[config.mk]
export PLATFORM = sky130hd
export DESIGN_NAME = dcmp_mode_seq
export DESIGN_NICKNAME = d
export VERILOG_FILES = /design/src/rtl/dcmp_mode_pkg.sv /design/src/rtl/dcmp_mode_dpath.sv /design/src/rtl/dcmp_mode_ctrl.sv /design/src/rtl/dcmp_mode_seq.sv
export SDC_FILE = /design/constraint.sdc
export NUM_CORES = 1
export LEC_CHECK = 0
export CORE_ASPECT_RATIO = 0.8
export CORE_MARGIN = 5
export CORE_UTILIZATION = 40
export CTS_BUF_LIST = sky130_fd_sc_hd__clkbuf_16
export DETAILED_ROUTE_END_ITERATION = 6
export DONT_BUFFER_PORTS = 1
export PLACE_DENSITY = 0.66
export SYNTH_ARGS = -nofsm -noshare
export SYNTH_HDL_FRONTEND = slang
export SYNTH_SLANG_ARGS = --single-unit
[constraint.sdc]
create_clock -name clk -period 2.1 [get_ports clk]
set_input_delay 0.525 -clock clk [delete_from_list [all_inputs] [get_ports clk]]
set_output_delay 0.525 -clock clk [all_outputs]
set_load 0.005 [all_outputs]
[src/rtl/dcmp_mode_pkg.sv]
`timescale 1ns/1ps
package dcmp_mode_pkg;

  localparam int CTRL_W     = 4;
  localparam int BIT_EN     = 0;
  localparam int BIT_PASS   = 1;
  localparam int BIT_HREC   = 2;
  localparam int BIT_HXFER  = 3;

  // control -> datapath strobes
  typedef struct packed {
    logic run;      // pipeline advances this cycle
    logic pop;      // a new byte enters stage 0
    logic passSel;  // mode tag attached to the new byte
  } ctrlStrobe_t;

  // datapath -> control status
  typedef struct packed {
    logic exitValid;
    logic exitEor;
    logic exitEot;
    logic occZero;
  } dpStatus_t;

endpackage

[src/rtl/dcmp_mode_dpath.sv]
`timescale 1ns/1ps
module dcmp_mode_dpath
  import dcmp_mode_pkg::*;
#(
  parameter int DATA_W = 8,
  parameter int STAGES = 3
) (
  input  logic              clk,
  input  logic              rst,
  input  ctrlStrobe_t       strobe,
  input  logic [DATA_W-1:0] inByte,
  input  logic              inEor,
  input  logic              inEot,
  output dpStatus_t         dpStat,
  output logic              outValid,
  output logic [DATA_W-1:0] outByte,
  output logic              outEor,
  output logic              outEot,
  output logic              outPass
);

  localparam int OCC_W = $clog2(STAGES + 2);
  localparam int LAST  = STAGES - 1;

  typedef struct packed {
    logic              vld;
    logic              eor;
    logic              eot;
    logic              tag;
    logic [DATA_W-1:0] dat;
  } stage_t;

  stage_t     stg [STAGES];
  logic [OCC_W-1:0] occCnt;
  logic       exitNow;

  for (genvar g = 0; g < STAGES; g++) begin : g_stage
    if (g == 0) begin : g_head
      always_ff @(posedge clk) begin
        if (rst) begin
          stg[0] <= '0;
        end else if (strobe.run) begin
          stg[0].vld <= strobe.pop;
          stg[0].eor <= inEor;
          stg[0].eot <= inEot;
          stg[0].tag <= strobe.passSel;
          stg[0].dat <= inByte;
        end
      end
    end else begin : g_body
      always_ff @(posedge clk) begin
        if (rst) begin
          stg[g] <= '0;
        end else if (strobe.run) begin
          stg[g] <= stg[g-1];
        end
      end
    end
  end

  assign exitNow = strobe.run && stg[LAST].vld;

  always_ff @(posedge clk) begin
    if (rst) begin
      occCnt <= '0;
    end else begin
      occCnt <= occCnt + OCC_W'(strobe.pop) - OCC_W'(exitNow);
    end
  end

  always_comb begin
    dpStat.exitValid = stg[LAST].vld;
    dpStat.exitEor   = stg[LAST].eor;
    dpStat.exitEot   = stg[LAST].eot;
    dpStat.occZero   = (occCnt == '0);
    outValid         = exitNow;
    outByte          = stg[LAST].dat;
    outEor           = stg[LAST].eor;
    outEot           = stg[LAST].eot;
    outPass          = stg[LAST].tag;
  end

endmodule

[src/rtl/dcmp_mode_ctrl.sv]
`timescale 1ns/1ps
module dcmp_mode_ctrl
  import dcmp_mode_pkg::*;
(
  input  logic              clk,
  input  logic              rst,
  input  logic              regWr,
  input  logic [CTRL_W-1:0] regWrData,
  input  logic              inValid,
  input  logic              outFull,
  input  dpStatus_t         dpStat,
  output ctrlStrobe_t       strobe,
  output logic              inPop,
  output logic [CTRL_W-1:0] ctrlState,
  output logic              engEmpty,
  output logic              dictClr
);

  logic enR, passR, hRecR, hXferR;
  logic run, haltNow, popNow, passWrOk, passChange;

  always_comb begin
    run        = enR && !outFull;
    haltNow    = run && dpStat.exitValid &&
                 ((dpStat.exitEor && hRecR) || (dpStat.exitEot && hXferR));
    popNow     = run && inValid && !haltNow;
    engEmpty   = dpStat.occZero && !popNow;
    passWrOk   = regWr && !enR && engEmpty;
    passChange = passWrOk && (regWrData[BIT_PASS] != passR);
  end

  always_ff @(posedge clk) begin
    if (rst) begin
      enR     <= 1'b0;
      passR   <= 1'b0;
      hRecR   <= 1'b0;
      hXferR  <= 1'b0;
      dictClr <= 1'b1;
    end else begin
      if (regWr) begin
        enR    <= regWrData[BIT_EN];
        hRecR  <= regWrData[BIT_HREC];
        hXferR <= regWrData[BIT_HXFER];
      end else if (haltNow) begin
        enR    <= 1'b0;
      end
      if (passWrOk) passR <= regWrData[BIT_PASS];
      dictClr <= passChange;
    end
  end

  always_comb begin
    strobe.run     = run;
    strobe.pop     = popNow;
    strobe.passSel = passR;
    inPop          = popNow;
    ctrlState      = '0;
    ctrlState[BIT_EN]    = enR;
    ctrlState[BIT_PASS]  = passR;
    ctrlState[BIT_HREC]  = hRecR;
    ctrlState[BIT_HXFER] = hXferR;
  end

endmodule

[src/rtl/dcmp_mode_seq.sv]
`timescale 1ns/1ps
module dcmp_mode_seq
  import dcmp_mode_pkg::*;
#(
  parameter int DATA_W = 8,
  parameter int STAGES = 3
) (
  input  logic              clk,
  input  logic              rst,
  input  logic              regWr,
  input  logic [3:0]        regWrData,
  output logic [3:0]        ctrlState,
  input  logic              inValid,
  input  logic [DATA_W-1:0] inByte,
  input  logic              inEor,
  input  logic              inEot,
  output logic              inPop,
  input  logic              outFull,
  output logic              outValid,
  output logic [DATA_W-1:0] outByte,
  output logic              outEor,
  output logic              outEot,
  output logic              outPass,
  output logic              engEmpty,
  output logic              dictClr
);

  ctrlStrobe_t strobe;
  dpStatus_t   dpStat;

  dcmp_mode_ctrl u_ctrl (
    .clk       (clk),
    .rst       (rst),
    .regWr     (regWr),
    .regWrData (regWrData),
    .inValid   (inValid),
    .outFull   (outFull),
    .dpStat    (dpStat),
    .strobe    (strobe),
    .inPop     (inPop),
    .ctrlState (ctrlState),
    .engEmpty  (engEmpty),
    .dictClr   (dictClr)
  );

  dcmp_mode_dpath #(.DATA_W(DATA_W), .STAGES(STAGES)) u_dpath (
    .clk      (clk),
    .rst      (rst),
    .strobe   (strobe),
    .inByte   (inByte),
    .inEor    (inEor),
    .inEot    (inEot),
    .dpStat   (dpStat),
    .outValid (outValid),
    .outByte  (outByte),
    .outEor   (outEor),
    .outEot   (outEot),
    .outPass  (outPass)
  );

endmodule

==> summary.log, run 1 <==
INFO  logic_synthesis synthTopCellsByCount=sky130_fd_sc_hd__edfxtp_1 (36), sky130_fd_sc_hd__and2_1 (35), sky130_fd_sc_hd__dfxtp_1 (8), sky130_fd_sc_hd__inv_1 (6), sky130_fd_sc_hd__buf_4 (5)
INFO  global_routing grt_overflow=0
INFO  drt            drt-initial-drc-count=68
INFO  drt            via_density=4.63
INFO  placed_design  place_ws=-6.05ps
INFO  global_routing antenna_found_initial=0
INFO  critical_path  timing.critical_path.required=1570ps
INFO  clocking       cts_htree_levels=2
INFO  placed_design  gpl.final_weighted_congestion=0.744
INFO  floorplan      num_rows=22
INFO  clocking       post_cts.repair.setup_buffers=0
INFO  floorplan      die_y=70.3um
INFO  sta            fin_crit_period=1980ps
INFO  logic_synthesis synth.top_cells.by_area=sky130_fd_sc_hd__edfxtp_1 (59%), sky130_fd_sc_hd__and2_1 (12%), sky130_fd_sc_hd__dfxtp_1 (8.8%), sky130_fd_sc_hd__buf_4 (2.1%), sky130_fd_sc_hd__buf_6 (1.9%)
INFO  drt            post-route-drc-count=0
INFO  floorplan      die_width=85.4um
INFO  logic_synthesis synth_top_area_share=59.5%
INFO  sta            postLayoutSetupSlackWorst=121ps
INFO  logic_synthesis async_reset_ff_share=0%
INFO  sta            fin_worst_skew=5.54ps
INFO  sta            period_share=94.2%
INFO  final_layout   final_core_util=44.5%
INFO  clocking       number_of_cells_upsized_or_downsized_after_cts=0
INFO  power_and_ir_drop total_leakage_power=0.783nW
INFO  floorplan      die_area=6000squm
INFO  final_layout   antenna-diode-count=0
INFO  final_layout   layout.nets=149
INFO  clocking       clk_path_buf_depth=2
INFO  drt            dr_total_vias=871
INFO  final_layout   finish.cell_count_without_fillers=188
INFO  drt            routedWlPerCell=13.4um
INFO  drt            detail_route.wirelength=2510um
INFO  placed_design  hpwl=1750um
INFO  global_routing via_count_of_the_first_global_routing_pass=854
INFO  logic_synthesis netlist.top_cell.by_area=sky130_fd_sc_hd__edfxtp_1
INFO  power_and_ir_drop power_per_cell_area=905nW/um^2
INFO  placed_design  numPortBuffers=0
INFO  clocking       numClockSinks=44
INFO  logic_synthesis netlist_area=1820squm
INFO  clocking       clk_latency=270ps
INFO  critical_path  crit_path_start_kind=flip-flop
INFO  sta            final-setup-viol-count=0
INFO  critical_path  cp-end-kind=output port
INFO  drt            ant_nets=0
INFO  clocking       ctsRootBufferMaster=sky130_fd_sc_hd__clkbuf_16
INFO  worst_hold_path min_path_type=in -> reg
INFO  critical_path  critPathMaxFanout=2
INFO  sta            report.final.hold_viol_count=0
INFO  placed_design  place_inst=180
INFO  critical_path  timing_worst_setup_path_type=reg -> out
INFO  sta            achievable-frequency=0.505GHz
INFO  sta            finalMaxSlewViolations=0
INFO  logic_synthesis post_synth.cell_area_avg=14.7squm
INFO  worst_hold_path hp-start=rst
INFO  global_routing grt_use_total=8.42%
INFO  clocking       numCtsBuffers=5
INFO  sta            relSlewSlack=70.8%
INFO  logic_synthesis synth_seq_cells=44
INFO  drt            drt-pass1-iter-count=4
INFO  floorplan      floorplan.initialDensity=40.5%
INFO  critical_path  crit_path_start=u_dpath.stg[2][9]
INFO  clocking       clk_pin_slew=60ps
INFO  logic_synthesis synth_enable_flop_cells=36
INFO  placed_design  placed_cell_area=1850squm
INFO  final_layout   finalInstanceArea=2000squm
INFO  status         run_status=finished, final reports clean
INFO  final_layout   area_delta_synth_final=9.77%
INFO  flow_run       cap_violations=0
INFO  final_layout   drive_gt1_share=11.7%
INFO  logic_synthesis synthesis.nets=146
INFO  logic_synthesis postSynthCellCount=124
INFO  global_routing first_pass_grt_wire_length=3970um
INFO  logic_synthesis synth_seq_area_share=68.3%
INFO  logic_synthesis synth.lib_cells_used.distinct=28
INFO  sta            rsz0062_at_grt=no
INFO  global_routing grt_max_degree=37
INFO  logic_synthesis synth_flop_cell=sky130_fd_sc_hd__edfxtp_1
INFO  critical_path  worst_ep_arrival_time=1450ps
INFO  power_and_ir_drop vdd.ir_drop.worst=0.000502V
INFO  logic_synthesis post-synth-top-count-cell=sky130_fd_sc_hd__edfxtp_1
INFO  clocking       cts_tree=yes
INFO  floorplan      i_o_pin_count=38
INFO  floorplan      floorplan.core_area=4490squm
INFO  clocking       hold_buffers=0
INFO  logic_synthesis synth_warnings=0
INFO  sta            worst_pin_slew=438ps
INFO  critical_path  reg2reg_from=u_dpath.stg[2][11]
critical path: stages (launching register included):
cell                       delay, ps
sky130_fd_sc_hd__edfxtp_1        430
sky130_fd_sc_hd__a22o_1          280
sky130_fd_sc_hd__a211oi_2        260
sky130_fd_sc_hd__buf_4           160
sky130_fd_sc_hd__nor2b_1          50
state kept, by name (all words and copies together), names as in the netlist:
register	cells
u_ctrl.dictClr	1
u_ctrl.enR	1
u_ctrl.hRecR	1
u_ctrl.hXferR	1
u_ctrl.passR	1
u_dpath.occCnt	3
u_dpath.stg	36
routing by layer:
layer / track usage [%] / vias to the layer above / share of wire [%]
li1: - / 422 / -
met1: 10.3 / 427 / 44
met2: 13.7 / 20 / 51
met3: 3.30 / 2 / 4.5
met4: 2.64 / 0 / 0.68
met5: 0 / - / 0
logic make-up (layout without fill, tap and decap cells):
logic type / after synthesis / count (layout) / synth area share, %
compound gates: 5 / 5 / 2.55
xor+xnor: 3 / 3 / 1.45
fa+ha+maj: 3 / 3 / 2.48
buf+inv: 14 / 18 / 5.16
flops: 44 / 44 / 68.3
mux: 2 / 2 / 1.10
simple gates: 53 / 53 / 19.0
stage by stage:
stage               total power [mW]  setup TNS [ps]  hold slack [ps]
finish                          1.81               0              320
global route                    1.88               0              307
CTS                             1.83               0              314
detailed placement              1.10           -6.05              504
global placement                1.10               0              502
floorplan                       1.09               0              485
cell type report:
class / count / area [sq um]
inverter: 6 / 22.5
clock buffer: 5 / 125
sequential: 44 / 1240
fill: 401 / 2490
multi-input combinational: 66 / 483
tap: 60 / 75.1
timing repair buffer: 4 / 30.0
clock inverter: 3 / 18.8
layout by cell type, fill, tap and decap left out, types with 2 or more instances in the layout:
| cell | count |
|---|---|
| sky130_fd_sc_hd__edfxtp_1 | 36 |
| sky130_fd_sc_hd__and2_1 | 35 |
| sky130_fd_sc_hd__dfxtp_1 | 8 |
| sky130_fd_sc_hd__inv_1 | 6 |
| sky130_fd_sc_hd__clkbuf_16 | 5 |
| sky130_fd_sc_hd__buf_4 | 4 |
| sky130_fd_sc_hd__nand2_1 | 3 |
| sky130_fd_sc_hd__nor2b_1 | 3 |
| sky130_fd_sc_hd__nor2_1 | 3 |
| sky130_fd_sc_hd__xnor2_1 | 2 |
| sky130_fd_sc_hd__mux2i_1 | 2 |
| sky130_fd_sc_hd__ha_1 | 2 |
| sky130_fd_sc_hd__clkinvlp_4 | 2 |
final timing paths:
kind	endpoint	depth (start not counted)	slack (ps)
worst max-delay path	engEmpty	4	120
worst min-delay path	u_dpath.occCnt[2]	1	320
worst max register to register	u_dpath.occCnt[2]	8	130
worst min register to register	u_dpath.stg[1][8]	1	520
power breakdown:
| group | total [mW] | leakage [nW] | switching (mW) | internal [mW] |
|---|---|---|---|---|
| Sequential | 1.01 | 0.441 | 0.0207 | 0.991 |
| Combinational | 0.0722 | 0.278 | 0.0429 | 0.0293 |
| Clock | 0.723 | 0.0635 | 0.288 | 0.435 |
| Total | 1.81 | 0.783 | 0.352 | 1.46 |
(Power assumes the default switching activity.)
==> inputs of run 2 (changes only) <==
--- a/config.mk
+++ b/config.mk
@@ -12,6 +12,7 @@
 export DETAILED_ROUTE_END_ITERATION = 6
 export DONT_BUFFER_PORTS = 1
 export PLACE_DENSITY = 0.66
+export RECOVER_POWER = 25
 export SYNTH_ARGS = -nofsm -noshare
 export SYNTH_HDL_FRONTEND = slang
 export SYNTH_SLANG_ARGS = --single-unit
==> summary.log, run 2 (same netlist as run 1, synthesis figures left out) <==
INFO  critical_path  crit_path_start_kind=flip-flop
INFO  clocking       ctsRootBufferMaster=sky130_fd_sc_hd__clkbuf_16
INFO  status         run_status=finished, final reports clean
INFO  sta            achievable-frequency=0.505GHz [-0.15%]
INFO  critical_path  worst_ep_arrival_time=1460ps [about the same]
INFO  drt            via_density=4.61 [-0.46%]
INFO  worst_hold_path min_path_type=in -> reg
INFO  final_layout   finish.cell_count_without_fillers=188 [unchanged]
INFO  clocking       cts_htree_levels=2 [unchanged]
INFO  clocking       post_cts.repair.setup_buffers=0 [unchanged]
INFO  global_routing antenna_found_initial=0 [unchanged]
INFO  flow_run       cap_violations=0 [unchanged]
INFO  floorplan      die_y=70.3um [unchanged]
INFO  placed_design  numPortBuffers=0 [unchanged]
INFO  sta            finalMaxSlewViolations=0 [unchanged]
INFO  power_and_ir_drop switching_part_of_the_total=19.4% [-0.029 points]
INFO  clocking       clk_latency=270ps [about the same]
INFO  sta            period_share=94.4% [+0.14 points]
INFO  sta            setup-tns-final=0ps [unchanged]
INFO  final_layout   layout.cells.most_common=sky130_fd_sc_hd__edfxtp_1
INFO  clocking       hold_buffers=0 [unchanged]
INFO  global_routing first_pass_grt_wire_length=3970um [unchanged]
INFO  power_and_ir_drop netSwitchingPower=0.350mW [-0.39%]
INFO  floorplan      die_width=85.4um [unchanged]
INFO  drt            ant_nets=0 [unchanged]
INFO  critical_path  timing.critical_path.required=1570ps [about the same]
INFO  clocking       clk_pin_slew=60ps [about the same]
INFO  final_layout   final_cell_mix=sky130_fd_sc_hd__edfxtp_1 (36), sky130_fd_sc_hd__and2_1 (35), sky130_fd_sc_hd__dfxtp_1 (8)
INFO  global_routing grt_use_total=8.42% [unchanged]
INFO  critical_path  path_buf_inv=1 [unchanged]
INFO  sta            final-setup-viol-count=0 [unchanged]
INFO  floorplan      i_o_pin_count=38 [unchanged]
INFO  drt            drt-pass1-iter-count=4 [unchanged]
INFO  power_and_ir_drop post-layout-total-power=1.80mW [-0.24%]
INFO  floorplan      die_area=6000squm [unchanged]
INFO  drt            dr_total_vias=867 [-0.46%]
INFO  critical_path  crit_path_cell_trace=a22o_1 > a211oi_2 > buf_4 > nor2b_1
INFO  floorplan      floorplan.core_area=4490squm [unchanged]
INFO  final_layout   antenna-diode-count=0 [unchanged]
INFO  sta            fin_crit_period=1980ps [+3.03 ps]
INFO  clocking       cts_tree=yes
INFO  global_routing grt_max_degree=37 [unchanged]
INFO  final_layout   drive_gt1_share=9.38% [-2.3 points]
INFO  final_layout   layout.nets=149 [unchanged]
INFO  final_layout   nFillCells=406 [+1.2%]
INFO  floorplan      floorplan.initialDensity=40.5% [unchanged]
INFO  final_layout   area_delta_synth_final=8.05%
INFO  drt            post-route-drc-count=0 [unchanged]
INFO  power_and_ir_drop power.share.combinational=3.8% [-0.2 points]
INFO  clocking       number_of_cells_upsized_or_downsized_after_cts=0 [unchanged]
INFO  power_and_ir_drop power_frac_clock=40.2% [+0.2 points]
INFO  power_and_ir_drop power_per_cell_area=918nW/um^2 [+1.3%]
INFO  placed_design  gpl.final_weighted_congestion=0.744 [unchanged]
INFO  power_and_ir_drop vdd.ir_drop.worst=0.000502V [about the same]
INFO  final_layout   regArea=1240squm [unchanged]
INFO  drt            detail_route.wirelength=2500um [-0.52%]
INFO  sta            worst_pin_slew=945ps [+507 ps]
INFO  placed_design  hpwl=1750um [unchanged]
INFO  placed_design  place_inst=180 [unchanged]
INFO  critical_path  timing_worst_setup_path_type=reg -> out
INFO  sta            holdWs=318ps [-2.01 ps]
INFO  power_and_ir_drop power.sequential.fraction=56.1% [about the same]
INFO  sta            relSlewSlack=36.9% [-34 points]
INFO  final_layout   largest-register=u_dpath.stg
INFO  drt            routedWlPerCell=13.3um [-0.52%]
INFO  sta            fin_worst_skew=5.54ps [+0.00200 ps]
INFO  critical_path  cp-end-kind=output port
INFO  global_routing grt_overflow=0 [unchanged]
INFO  clocking       numCtsBuffers=5 [unchanged]
INFO  critical_path  cpLargestDelayFamily=compound AO/OA/AOI/OAI gates
INFO  clocking       numClockSinks=44 [unchanged]
INFO  power_and_ir_drop total_leakage_power=0.753nW [-3.8%]
INFO  clocking       clk_path_buf_depth=2 [unchanged]
INFO  drt            drt-initial-drc-count=70 [+2.9%]
INFO  sta            rsz0062_at_grt=no
INFO  final_layout   final_core_util=43.8% [-0.70 points]
INFO  global_routing via_count_of_the_first_global_routing_pass=854 [unchanged]
INFO  critical_path  crit_slowest_cell=sky130_fd_sc_hd__edfxtp_1
INFO  power_and_ir_drop internal_power=1.45mW [-0.21%]
INFO  final_layout   largest_registers=u_dpath.stg (36), u_dpath.occCnt (3)
INFO  critical_path  worst_path_largest_cell_delay=430ps [about the same]
INFO  floorplan      num_rows=22 [unchanged]
INFO  critical_path  critPathMaxFanout=2 [unchanged]
INFO  final_layout   largest_register_ff_count=36 [unchanged]
INFO  sta            report.final.hold_viol_count=0 [unchanged]
INFO  final_layout   multi_input_area=459squm [-4.9%]
==> run 2: cell types whose count changed in the layout (fill, tap and decap cells not counted) <==
cell | previous run | this run
sky130_fd_sc_hd__buf_4 | 4 | 2
sky130_fd_sc_hd__clkbuf_1 | 0 | 2
sky130_fd_sc_hd__nand2b_2 | 0 | 1
sky130_fd_sc_hd__nand2b_4 | 1 | 0
sky130_fd_sc_hd__nor2_2 | 0 | 1
sky130_fd_sc_hd__nor2_8 | 1 | 0
sky130_fd_sc_hd__nor3_1 | 0 | 1
sky130_fd_sc_hd__nor3_2 | 1 | 0
==> run 2: routing by layer <==
layer | track usage (%) | vias to the layer above | routed length (um)
li1 | - | 421 | -
met1 | 10.3 | 424 | 1100
met2 | 13.7 | 20 | 1280
met3 | 3.30 | 2 | 112
met4 | 2.64 | 0 | 14
met5 | 0 | - | 0
==> run 2: worst paths after layout <==
path | startpoint | to | slack [ps] | cells after the start
setup / recovery | u_dpath.stg[2][9] | engEmpty | 120 | 4
hold / removal | rst | u_dpath.occCnt[1] | 320 | 1
setup reg to reg | u_dpath.stg[2][11] | u_dpath.occCnt[2] | 130 | 8
hold reg to reg | u_dpath.stg[0][8] | u_dpath.stg[1][8] | 520 | 1
==> run 2: worst reg2reg max path, cell delays in order (launching register included) <==
cell and delay, ps:
sky130_fd_sc_hd__edfxtp_1 390, sky130_fd_sc_hd__and3b_1 200, sky130_fd_sc_hd__ha_1 270, sky130_fd_sc_hd__inv_1 40
sky130_fd_sc_hd__ha_1 180, sky130_fd_sc_hd__fa_1 380, sky130_fd_sc_hd__xnor2_1 210, sky130_fd_sc_hd__xnor2_1 140
sky130_fd_sc_hd__nor2_1 50
==> run 2: layout make-up <==
class,instances,area share [%]
Sequential cell,44,63.2
Inverter,6,1.15
Clock buffer,5,6.37
Multi-Input combinational cell,66,23.4
Clock inverter,3,0.955
Timing Repair Buffer,4,1.15
Tap cell,60,3.82
==> run 2: power groups by stage <==
stage / logic [mW] / clock network (mW) / registers (mW)
floorplan: 0.0682 / 0 / 1.02
global placement: 0.0684 / 0 / 1.03
detailed placement: 0.0732 / 0 / 1.03
CTS: 0.0735 / 0.740 / 1.01
global route: 0.0768 / 0.782 / 1.02
finish: 0.0678 / 0.724 / 1.01
==> run 2: through the flow <==
stage	setup slack, ps	cell area [sq um]
6_report	118	1960
5_1_grt	40.8	1960
4_1_cts	109	2000
3_5_place_dp	-6.05	1850
3_3_place_gp	79.0	1850
2_1_floorplan	62.7	1820
